===== config.mk =====
export PLATFORM = sky130hd
export DESIGN_NAME = ilv_sched
export DESIGN_NICKNAME = d
export VERILOG_FILES = /design/src/rtl/ilv_pkg.sv /design/src/rtl/ilv_slot_pick.sv /design/src/rtl/ilv_turn_calc.sv /design/src/rtl/ilv_bg_timer.sv /design/src/rtl/ilv_sched.sv
export SDC_FILE = /design/constraint.sdc
export NUM_CORES = 2
export LEC_CHECK = 0
export BUFFER_PORTS_ARGS = -buffer_cell sky130_fd_sc_hd__clkbuf_2
export CORE_ASPECT_RATIO = 1.25
export CORE_MARGIN = 4
export CORE_UTILIZATION = 30
export DETAILED_ROUTE_END_ITERATION = 7
export PLACE_DENSITY = 0.48
export SLEW_MARGIN = 20
export SYNTH_ARGS = -nofsm -noshare
export SYNTH_HDL_FRONTEND = slang
export SYNTH_SLANG_ARGS = --single-unit

===== constraint.sdc =====
create_clock -name clk_i -period 25.8 [get_ports clk_i]
set_clock_uncertainty 0.2 [all_clocks]
set_input_delay 2.58 -clock clk_i [delete_from_list [all_inputs] [get_ports clk_i]]
set_output_delay 2.58 -clock clk_i [all_outputs]
set_load 0.01 [all_outputs]

===== src/rtl/ilv_pkg.sv =====
package ilv_pkg;
  typedef enum logic {DIR_WR = 1'b0, DIR_RD = 1'b1} dir_e;
  typedef enum logic {GAP_MIN = 1'b0, GAP_FULL = 1'b1} gap_e;
endpackage


===== src/rtl/ilv_slot_pick.sv =====
module ilv_slot_pick
  import ilv_pkg::*;
#(
  parameter int CYC_W = 32,
  parameter int TIM_W = 8
) (
  input  logic [CYC_W-1:0] req_cycle_i,
  input  logic [CYC_W-1:0] col_allowed_i,
  input  logic [CYC_W-1:0] next_burst_i,
  input  logic [CYC_W-1:0] last_burst_i,
  input  logic             have_last_i,
  input  logic [TIM_W-1:0] t_burst_i,
  input  logic [TIM_W-1:0] t_burst_min_i,
  output logic [CYC_W-1:0] cmd_at_o,
  output logic [CYC_W-1:0] gap_o
);
  logic [CYC_W-1:0] base_at;
  logic [CYC_W-1:0] hole_at;
  logic [CYC_W-1:0] full_at;
  logic             ilv_en;
  gap_e             gap_sel;

  always_comb begin
    base_at = req_cycle_i;
    if (col_allowed_i > base_at) base_at = col_allowed_i;
    if (next_burst_i > base_at)  base_at = next_burst_i;
  end

  assign hole_at = last_burst_i + CYC_W'(t_burst_min_i);
  assign full_at = last_burst_i + CYC_W'(t_burst_i);
  assign ilv_en  = (t_burst_i != t_burst_min_i);

  always_comb begin
    cmd_at_o = base_at;
    gap_sel  = GAP_MIN;
    if (ilv_en && have_last_i) begin
      if (base_at == hole_at) begin
        gap_sel = GAP_FULL;        // already inside the hole: no second short gap
      end else if (base_at < full_at) begin
        cmd_at_o = full_at;        // off-boundary: snap to end of full burst
      end
    end
  end

  assign gap_o = (gap_sel == GAP_FULL) ? CYC_W'(t_burst_i) : CYC_W'(t_burst_min_i);
endmodule


===== src/rtl/ilv_turn_calc.sv =====
module ilv_turn_calc
  import ilv_pkg::*;
#(
  parameter int CYC_W = 32,
  parameter int TIM_W = 8
) (
  input  dir_e             dir_i,
  input  logic [CYC_W-1:0] gap_i,
  input  logic [TIM_W-1:0] t_burst_i,
  input  logic [TIM_W-1:0] t_burst_max_i,
  input  logic [TIM_W-1:0] t_ccd_l_i,
  input  logic [TIM_W-1:0] t_cl_i,
  input  logic [TIM_W-1:0] t_wtr_i,
  input  logic [TIM_W-1:0] t_wtr_l_i,
  input  logic [TIM_W-1:0] t_rtw_i,
  output logic [CYC_W-1:0] same_rd_o,
  output logic [CYC_W-1:0] same_wr_o,
  output logic [CYC_W-1:0] diff_rd_o,
  output logic [CYC_W-1:0] diff_wr_o
);
  logic [CYC_W-1:0] ccd_l;
  logic [CYC_W-1:0] wtr_same;
  logic [CYC_W-1:0] rtw_same;
  logic [CYC_W-1:0] wtr_diff;
  logic [CYC_W-1:0] rtw_diff;

  assign ccd_l    = CYC_W'(t_ccd_l_i);
  assign wtr_same = CYC_W'(t_cl_i) + CYC_W'(t_burst_max_i) + CYC_W'(t_wtr_l_i);
  assign rtw_same = CYC_W'(t_rtw_i) + CYC_W'(t_burst_max_i);
  assign wtr_diff = CYC_W'(t_cl_i) + CYC_W'(t_burst_i) + CYC_W'(t_wtr_i);
  assign rtw_diff = CYC_W'(t_rtw_i) + CYC_W'(t_burst_i);

  always_comb begin
    if (dir_i == DIR_RD) begin
      same_rd_o = ccd_l;
      same_wr_o = (rtw_same > ccd_l) ? rtw_same : ccd_l;
      diff_rd_o = gap_i;
      diff_wr_o = rtw_diff;
    end else begin
      same_rd_o = (wtr_same > ccd_l) ? wtr_same : ccd_l;
      same_wr_o = ccd_l;
      diff_rd_o = wtr_diff;
      diff_wr_o = gap_i;
    end
  end
endmodule


===== src/rtl/ilv_bg_timer.sv =====
module ilv_bg_timer #(
  parameter int CYC_W = 32
) (
  input  logic             clk_i,
  input  logic             rst_ni,
  input  logic             upd_i,
  input  logic             same_i,
  input  logic [CYC_W-1:0] cmd_at_i,
  input  logic [CYC_W-1:0] same_rd_i,
  input  logic [CYC_W-1:0] same_wr_i,
  input  logic [CYC_W-1:0] diff_rd_i,
  input  logic [CYC_W-1:0] diff_wr_i,
  output logic [CYC_W-1:0] rd_allowed_o,
  output logic [CYC_W-1:0] wr_allowed_o
);
  logic [CYC_W-1:0] rd_q, wr_q;
  logic [CYC_W-1:0] rd_cand, wr_cand;

  assign rd_cand = cmd_at_i + (same_i ? same_rd_i : diff_rd_i);
  assign wr_cand = cmd_at_i + (same_i ? same_wr_i : diff_wr_i);

  always_ff @(posedge clk_i or negedge rst_ni) begin
    if (!rst_ni) begin
      rd_q <= '0;
      wr_q <= '0;
    end else if (upd_i) begin
      if (rd_cand > rd_q) rd_q <= rd_cand;
      if (wr_cand > wr_q) wr_q <= wr_cand;
    end
  end

  assign rd_allowed_o = rd_q;
  assign wr_allowed_o = wr_q;
endmodule


===== src/rtl/ilv_sched.sv =====
module ilv_sched
  import ilv_pkg::*;
#(
  parameter int CYC_W  = 32,
  parameter int TIM_W  = 8,
  parameter int NUM_BG = 4,
  localparam int BG_W  = (NUM_BG > 1) ? $clog2(NUM_BG) : 1
) (
  input  logic                    clk_i,
  input  logic                    rst_ni,
  input  logic [TIM_W-1:0]        cfg_t_burst_i,
  input  logic [TIM_W-1:0]        cfg_t_burst_min_i,
  input  logic [TIM_W-1:0]        cfg_t_burst_max_i,
  input  logic [TIM_W-1:0]        cfg_t_ccd_l_i,
  input  logic [TIM_W-1:0]        cfg_t_cl_i,
  input  logic [TIM_W-1:0]        cfg_t_wtr_i,
  input  logic [TIM_W-1:0]        cfg_t_wtr_l_i,
  input  logic [TIM_W-1:0]        cfg_t_rtw_i,
  input  logic                    cmd_valid_i,
  input  logic                    cmd_is_read_i,
  input  logic [BG_W-1:0]         cmd_bank_group_i,
  input  logic [CYC_W-1:0]        cmd_req_cycle_i,
  output logic                    issue_valid_o,
  output logic [CYC_W-1:0]        issue_cycle_o,
  output logic [CYC_W-1:0]        ready_cycle_o,
  output logic [CYC_W-1:0]        next_burst_o,
  output logic [NUM_BG*CYC_W-1:0] rd_allowed_o,
  output logic [NUM_BG*CYC_W-1:0] wr_allowed_o
);
  logic [CYC_W-1:0] rd_allowed [NUM_BG];
  logic [CYC_W-1:0] wr_allowed [NUM_BG];
  logic [CYC_W-1:0] col_allowed;
  logic [CYC_W-1:0] cmd_at, gap;
  logic [CYC_W-1:0] same_rd, same_wr, diff_rd, diff_wr;
  logic [CYC_W-1:0] last_burst_q, next_burst_q, issue_q, ready_q;
  logic             have_last_q, issue_vld_q;
  dir_e             dir;

  assign dir = cmd_is_read_i ? DIR_RD : DIR_WR;

  always_comb begin
    col_allowed = '0;
    for (int g = 0; g < NUM_BG; g++) begin
      if (BG_W'(g) == cmd_bank_group_i)
        col_allowed = (dir == DIR_RD) ? rd_allowed[g] : wr_allowed[g];
    end
  end

  ilv_slot_pick #(.CYC_W(CYC_W), .TIM_W(TIM_W)) u_pick (
    .req_cycle_i   (cmd_req_cycle_i),
    .col_allowed_i (col_allowed),
    .next_burst_i  (next_burst_q),
    .last_burst_i  (last_burst_q),
    .have_last_i   (have_last_q),
    .t_burst_i     (cfg_t_burst_i),
    .t_burst_min_i (cfg_t_burst_min_i),
    .cmd_at_o      (cmd_at),
    .gap_o         (gap)
  );

  ilv_turn_calc #(.CYC_W(CYC_W), .TIM_W(TIM_W)) u_turn (
    .dir_i         (dir),
    .gap_i         (gap),
    .t_burst_i     (cfg_t_burst_i),
    .t_burst_max_i (cfg_t_burst_max_i),
    .t_ccd_l_i     (cfg_t_ccd_l_i),
    .t_cl_i        (cfg_t_cl_i),
    .t_wtr_i       (cfg_t_wtr_i),
    .t_wtr_l_i     (cfg_t_wtr_l_i),
    .t_rtw_i       (cfg_t_rtw_i),
    .same_rd_o     (same_rd),
    .same_wr_o     (same_wr),
    .diff_rd_o     (diff_rd),
    .diff_wr_o     (diff_wr)
  );

  for (genvar g = 0; g < NUM_BG; g++) begin : g_bg
    ilv_bg_timer #(.CYC_W(CYC_W)) u_timer (
      .clk_i        (clk_i),
      .rst_ni       (rst_ni),
      .upd_i        (cmd_valid_i),
      .same_i       (cmd_bank_group_i == BG_W'(g)),
      .cmd_at_i     (cmd_at),
      .same_rd_i    (same_rd),
      .same_wr_i    (same_wr),
      .diff_rd_i    (diff_rd),
      .diff_wr_i    (diff_wr),
      .rd_allowed_o (rd_allowed[g]),
      .wr_allowed_o (wr_allowed[g])
    );
    assign rd_allowed_o[g*CYC_W +: CYC_W] = rd_allowed[g];
    assign wr_allowed_o[g*CYC_W +: CYC_W] = wr_allowed[g];
  end

  always_ff @(posedge clk_i or negedge rst_ni) begin
    if (!rst_ni) begin
      last_burst_q <= '0;
      next_burst_q <= '0;
      issue_q      <= '0;
      ready_q      <= '0;
      have_last_q  <= 1'b0;
      issue_vld_q  <= 1'b0;
    end else begin
      issue_vld_q <= cmd_valid_i;
      if (cmd_valid_i) begin
        last_burst_q <= cmd_at;
        next_burst_q <= cmd_at + gap;
        issue_q      <= cmd_at;
        ready_q      <= cmd_at + CYC_W'(cfg_t_cl_i) + CYC_W'(cfg_t_burst_i);
        have_last_q  <= 1'b1;
      end
    end
  end

  assign issue_valid_o = issue_vld_q;
  assign issue_cycle_o = issue_q;
  assign ready_cycle_o = ready_q;
  assign next_burst_o  = next_burst_q;
endmodule


After elaboration in Yosys (flattened, before gate mapping)
Cells that the tools add are included.

$add $sub $neg: 19. Multipliers: 0. Divide/modulo/power cells: 0. Order comparisons: 13. Equal/unequal tests: 8. Shifts and indexed selects: 0. Mux-type cells: 31. Bitwise logic cells: 0. Reduce and logical (&&, ||, !) cells: 10.

Operator list (number): 32-bit two-way mux (27); 32-bit greater-than comparator (10); 32-bit adder (9); 32-bit by 8-bit adder with 32-bit output (6); 32-bit by 8-bit greater-than comparator with 1-bit output (2); 8-bit by 8-bit adder with 9-bit output (4); 32-bit == test (1); 32-bit less-than comparator (1); 2-bit AND reduction (8); 8-bit two-way mux (1); 8-bit != test (1); 2-bit == test (first input constant) (2); 2-bit == test (second input constant) (2); 1-bit two-way mux (3); 1-bit by 2-bit == test with 1-bit output (first input constant) (1); 2-bit by 1-bit == test with 1-bit output (second input constant) (1); 2-bit logical NOT (1); 1-bit logical AND (1).

Register bits: 354. Bits in latches: 0. RAM bits: 0. ROM bits: 0. Output and inout port bits: 353. Memories: 0.

Longest topological paths before layout
Word-level depth: 19. Depth in mapped cells: 83.

Modules after synthesis
A second synthesis with hierarchy kept.

Cells, all modules: 5554. Area, all modules: 48859.4 µm².

Modules (own cells, without submodules): ilv_bg_timer (g_bg[0].u_timer ...) (times used 3, cells an instance 891, area each 7756.2 µm², sequential area each 1601.5 µm²); ilv_sched (times used 1, cells an instance 745, area each 8271.7 µm², sequential area each 2452.4 µm²); ilv_bg_timer (g_bg[1].u_timer) (times used 1, cells an instance 893, area each 7873.8 µm², sequential area each 1601.5 µm²); ilv_slot_pick (times used 1, cells an instance 838, area each 6294.8 µm², sequential area each 0.0 µm²); ilv_turn_calc (times used 1, cells an instance 405, area each 3150.5 µm², sequential area each 0.0 µm²).

Least setup slack after synthesis
Ideal clock, no wire load.

Kind: input to register. From: input cmd_is_read_i. To: register g_bg[2].u_timer.rd_q[0]. Setup time: 0.125 ns. Data arrival time: 19.146 ns. Path slack: 6.329 ns. Stages on the path: 69. Cell sequence: buf_2 buf_2 buf_2 buf_2 clkbuf_1 mux4_2 o21ai_0 ha_1 a21oi_1 o21ai_0 a221o_1 o21a_1 nor2_1 buf_2 buf_2 clkbuf_1 o21ai_0 ha_1 (+33 left out) a21oi_1 o21bai_1 a21oi_1 o21bai_1 a21oi_1 o21bai_1 nand2_1 a211oi_2 o22ai_1 xnor2_1 ha_1 nand4_1 or4_1 a21oi_1 nor3_1 a211oi_1 clkbuf_1 mux2_2.

Elaborated cells between the ends (all ways): 27. Classes of those cells: 1 x add/sub; 4 x order compare; 1 x eq/ne; 20 x mux; 1 x reduce/logical.

RTL lines: start, declared (line ilv_sched.sv:20) `input logic cmd_is_read_i,`; 1-bit two-way mux * (line ilv_sched.sv:39) `assign dir = cmd_is_read_i ? DIR_RD : DIR_WR;`; 32-bit two-way mux (line ilv_sched.sv:45) `col_allowed = (dir == DIR_RD) ? rd_allowed[g] : wr_allowed[g];`; 32-bit two-way mux (3 in a row) (line ilv_sched.sv:44) `if (BG_W'(g) == cmd_bank_group_i)`; 32-bit two-way mux * (line ilv_sched.sv:44); 32-bit greater-than comparator (line ilv_slot_pick.sv:25) `if (col_allowed_i > base_at) base_at = col_allowed_i;`; 32-bit two-way mux * (line ilv_slot_pick.sv:25); 32-bit greater-than comparator (line ilv_slot_pick.sv:26) `if (next_burst_i > base_at) base_at = next_burst_i;`; 32-bit two-way mux * (line ilv_slot_pick.sv:26); 32-bit less-than comparator (line ilv_slot_pick.sv:39) `end else if (base_at < full_at) begin`; 32-bit two-way mux (line ilv_slot_pick.sv:39); 32-bit two-way mux (line ilv_slot_pick.sv:37) `if (base_at == hole_at) begin`; 32-bit two-way mux * (line ilv_slot_pick.sv:36) `if (ilv_en && have_last_i) begin`; via cmd_at[1] (line ilv_sched.sv:33) `logic [CYC_W-1:0] cmd_at, gap;`; 32-bit adder * (line ilv_bg_timer.sv:19) `assign rd_cand = cmd_at_i + (same_i ? same_rd_i : diff_rd_i);`; via g_bg[2].u_timer.rd_cand[29] (line ilv_bg_timer.sv:17) `logic [CYC_W-1:0] rd_cand, wr_cand;`; 32-bit greater-than comparator * (line ilv_bg_timer.sv:27) `if (rd_cand > rd_q) rd_q <= rd_cand;`; 2-bit AND reduction (no line) *; end signal, assigned (line ilv_bg_timer.sv:27); end, declared (line ilv_bg_timer.sv:16) `logic [CYC_W-1:0] rd_q, wr_q;`.

Mark *: on every way through the listed nets, which the timed path passes. The rest lies on a longest branch. A chain may end at the register's enable or synchronous reset.

Worst setup path in the final report
From: input cmd_is_read_i. To: register g_bg[0].u_timer.rd_q[15].

Elaborated cells between the ends (all ways): 27. Classes of those cells: 1 x add/sub; 4 x order compare; 1 x eq/ne; 20 x mux; 1 x reduce/logical.

RTL lines (line): 1-bit two-way mux * (ilv_sched.sv:39); 32-bit two-way mux (ilv_sched.sv:45); 32-bit two-way mux (3 in a row) (ilv_sched.sv:44); 32-bit two-way mux * (ilv_sched.sv:44); 32-bit greater-than comparator (ilv_slot_pick.sv:25); 32-bit two-way mux * (ilv_slot_pick.sv:25); 32-bit greater-than comparator (ilv_slot_pick.sv:26); 32-bit two-way mux * (ilv_slot_pick.sv:26); 32-bit less-than comparator (ilv_slot_pick.sv:39); 32-bit two-way mux (ilv_slot_pick.sv:39); 32-bit two-way mux (ilv_slot_pick.sv:37); 32-bit two-way mux * (ilv_slot_pick.sv:36); via cmd_at[1] (ilv_sched.sv:33); 32-bit adder * (ilv_bg_timer.sv:19); via g_bg[0].u_timer.rd_cand[19] (ilv_bg_timer.sv:17); 32-bit greater-than comparator * (ilv_bg_timer.sv:27); 2-bit AND reduction (no line) *; end signal, assigned (ilv_bg_timer.sv:27); end, declared (ilv_bg_timer.sv:16).

Marked as above.

==> flow_metrics.py <==
metrics = {
    "global_route": {
        "grt_max_degree": 138,
        "grtUsageMet1": 0.350,
        "met2_usage": 0.477,
        "grt_pass1_wl_um": 289000,
        "grt_pass1_vias": 37725,
        "grt_usage": 0.288,
        "top_usage_layer": "met2",
        "antenna_found_initial": 7,
        "gr-total-overflow": 0,
        "grt_use_met3": 0.0463,
    },
    "layout": {
        "num-fill-cells": 13847,
        "fin_nets": 5736,
        "seqCellArea_um2": 8860,
        "drive_above_1_share": 0.205,
        "multi_input_area_um2": 28900,
        "area_growth_pct": 16.2,
    },
    "min_path": {
        "holdCritPathClass": "register to register",
    },
    "cts": {
        "insertion_delay_ns": 0.63,
        "post_cts_buffers": 0,
        "clk_pin_slew_ns": 0.06,
        "cts_max_path_buffers": 3,
        "h-tree-depth": 2,
        "numCtsBuffers": 47,
        "cts_tree": "done",
        "cts_resized": 0,
        "root_buffer": "clkbuf_16",
        "cts_sinks": 354,
        "cts_hold_buf": 0,
    },
    "synthesis": {
        "synth_area_um2": 40000,
        "synth_nets": 5287,
        "synth.most_common_cell": "ha_1",
        "ys_seq_area_frac": 0.221,
        "yosysUniqueCellTypes": 92,
        "synthDominantCellAreaShare": 0.221,
        "synthesis.instances": 4638,
        "synth_edf_count": 0,
        "async_flop_share": 1.00,
        "netlist_top_cells_count": "ha_1, inv_1, a21oi_1, dfrtp_1, nand2_1",
        "ys_warn_count": 0,
        "synth.largest_area_cell": "dfrtp_1",
        "synth_area_leaders": "dfrtp_1, ha_1, mux2_2",
        "synth_flop_cell": "dfrtp_1",
        "ys_ff_latch": 354,
        "syn_avg_cell_area_um2": 8.63,
    },
    "placement": {
        "portBuffers": 454,
        "dpl.hpwl_um": 173000,
        "place_congestion": 0.999,
    },
    "route": {
        "drc_errors": 0,
        "drt_wl_total_um": 208000,
        "drt_iter0_markers": 3535,
        "via_count": 38446,
        "drtAntennaViolNets": 0,
        "wire_per_inst_um": 30.3,
        "vias_per_cell": 5.60,
        "first_pass_iters": 6,
    },
    "timing": {
        "finalSetupTns_ns": 0,
        "hold_viol_final": 0,
        "tightestPinTransition_ns": 1.19,
        "rsz0062_at_grt": "false",
        "final-max-slew-violation-count": 0,
        "fin_crit_sh": 0.823,
        "fin_crit_ns": 21.22,
        "max-slew-margin-rel": 0.201,
        "setup_viol": 0,
        "fmax_mhz": 47.1,
    },
    "floorplanning": {
        "die_h_um": 416,
        "die_x_um": 335,
        "rows": 149,
        "initial_core_util": 0.303,
        "io-pin-count": 455,
        "fp.coreArea_um2": 132000,
        "die_area_um2": 139000,
    },
    "setup_path": {
        "setup.worst_path.class": "input port to register",
        "worstPathArrival_ns": 21.49,
        "path_delay_family": "compound AO/OA/AOI/OAI gates",
        "slowest_delay_ns": 0.86,
        "end_kind": "register",
        "startpoint_type": "input port",
        "required_ns": 26.07,
        "worst-path-max-fanout": 41,
        "critPathBufInv": 7,
        "path_common_cell": "a21o_1",
        "cp_slowest_cell": "nor4_1",
    },
    "status": {
        "status": "completed",
    },
    "flow_run": {
        "maxCapViolCount": 0,
    },
}
## placed cells by master, fill, tap and decap left out, types with 72 or more instances in the layout
| cell type | n |
|---|---|
| nor3_1 | 72 |
| a21oi_1 | 338 |
| nand4_1 | 105 |
| o21ai_0 | 283 |
| nand2_1 | 295 |
| a21o_1 | 94 |
| clkbuf_2 | 450 |
| ha_1 | 521 |
| xor2_1 | 133 |
| mux2_2 | 232 |
| dfrtp_1 | 354 |
| mux2i_1 | 116 |
| o21bai_1 | 78 |
| xnor2_1 | 281 |
| nand3_1 | 91 |
| inv_1 | 450 |
| buf_4 | 132 |
| nor2_1 | 256 |
## worst reg2reg max path: cells and delay by family (launching register included)
family / cells / cell delay (ns)
flops: 1 / 0.56
mux: 3 / 1.37
buf+inv: 6 / 1.85
fa+ha+maj: 5 / 1.56
simple gates: 17 / 5.44
xor+xnor: 1 / 0.17
compound gates: 29 / 7.49
## per-layer routing
metal	vias up	wire, um	part of all wire
met1	18782	82200	0.40
met5	-	7	0.000034
met4	2	16000	0.077
met2	1659	96200	0.46
li1	17598	-	-
met3	405	13200	0.064
## final timing paths
kind	slack (ns)	start	end	cells after the start
worst max-delay path	4.58	cmd_is_read_i	g_bg[0].u_timer.rd_allowed_o[15]	62
worst min-delay path	0.27	have_last_q	have_last_q	1
worst max register to register	6.99	g_bg[1].u_timer.rd_allowed_o[14]	g_bg[0].u_timer.rd_allowed_o[15]	61
worst min register to register	0.27	have_last_q	have_last_q	1
max in group asynchronous	21.93	rst_ni	next_burst_o[31]	2
min in group asynchronous	1.74	rst_ni	g_bg[3].u_timer.rd_allowed_o[3]	1
## state kept, by name (all words and copies together), names as in the netlist
register                   cells
next_burst_o                  32
issue_valid_o                  1
g_bg.u_timer.rd_allowed_o    128
ready_cycle_o                 32
g_bg.u_timer.wr_allowed_o    128
issue_cycle_o                 32
have_last_q                    1
## per-stage QoR
stage,instance area (um^2),hold WS [ns],setup slack [ns],cells,util
after floorplan,40000,0.232,6.33,4638,-
after global placement,44900,0.248,4.36,6772,0.340
after detailed placement,44900,0.257,4.51,6774,0.340
after CTS,46500,0.272,5.09,6859,0.352
after global routing,46500,0.292,3.84,6860,0.352
final,46500,0.270,4.58,6863,0.352
## area by class of cell
type	instances	share of cell area
multi-input cells	3647	0.621
flip-flops and latches	354	0.190
repair buffers	586	0.0710
well taps	1736	0.0467
inverters	451	0.0364
clock buffers	68	0.0300
clock inverters	17	0.00436
diodes	4	0.000215
## kinds of logic (layout without fill, tap and decap cells)
kind of cell,count (synthesis),after routing,share of synthesized area
buf+inv,637,1122,0.0626
mux,415,415,0.132
other cells,0,4,0
xor+xnor,414,414,0.0906
flops,354,354,0.221
simple gates,1113,1113,0.137
compound gates,1157,1157,0.181
fa+ha+maj,548,548,0.176
Power is left out: the tool's default activity adds up to more than one toggle a clock period on the data nets, which glitch-free logic cannot reach.
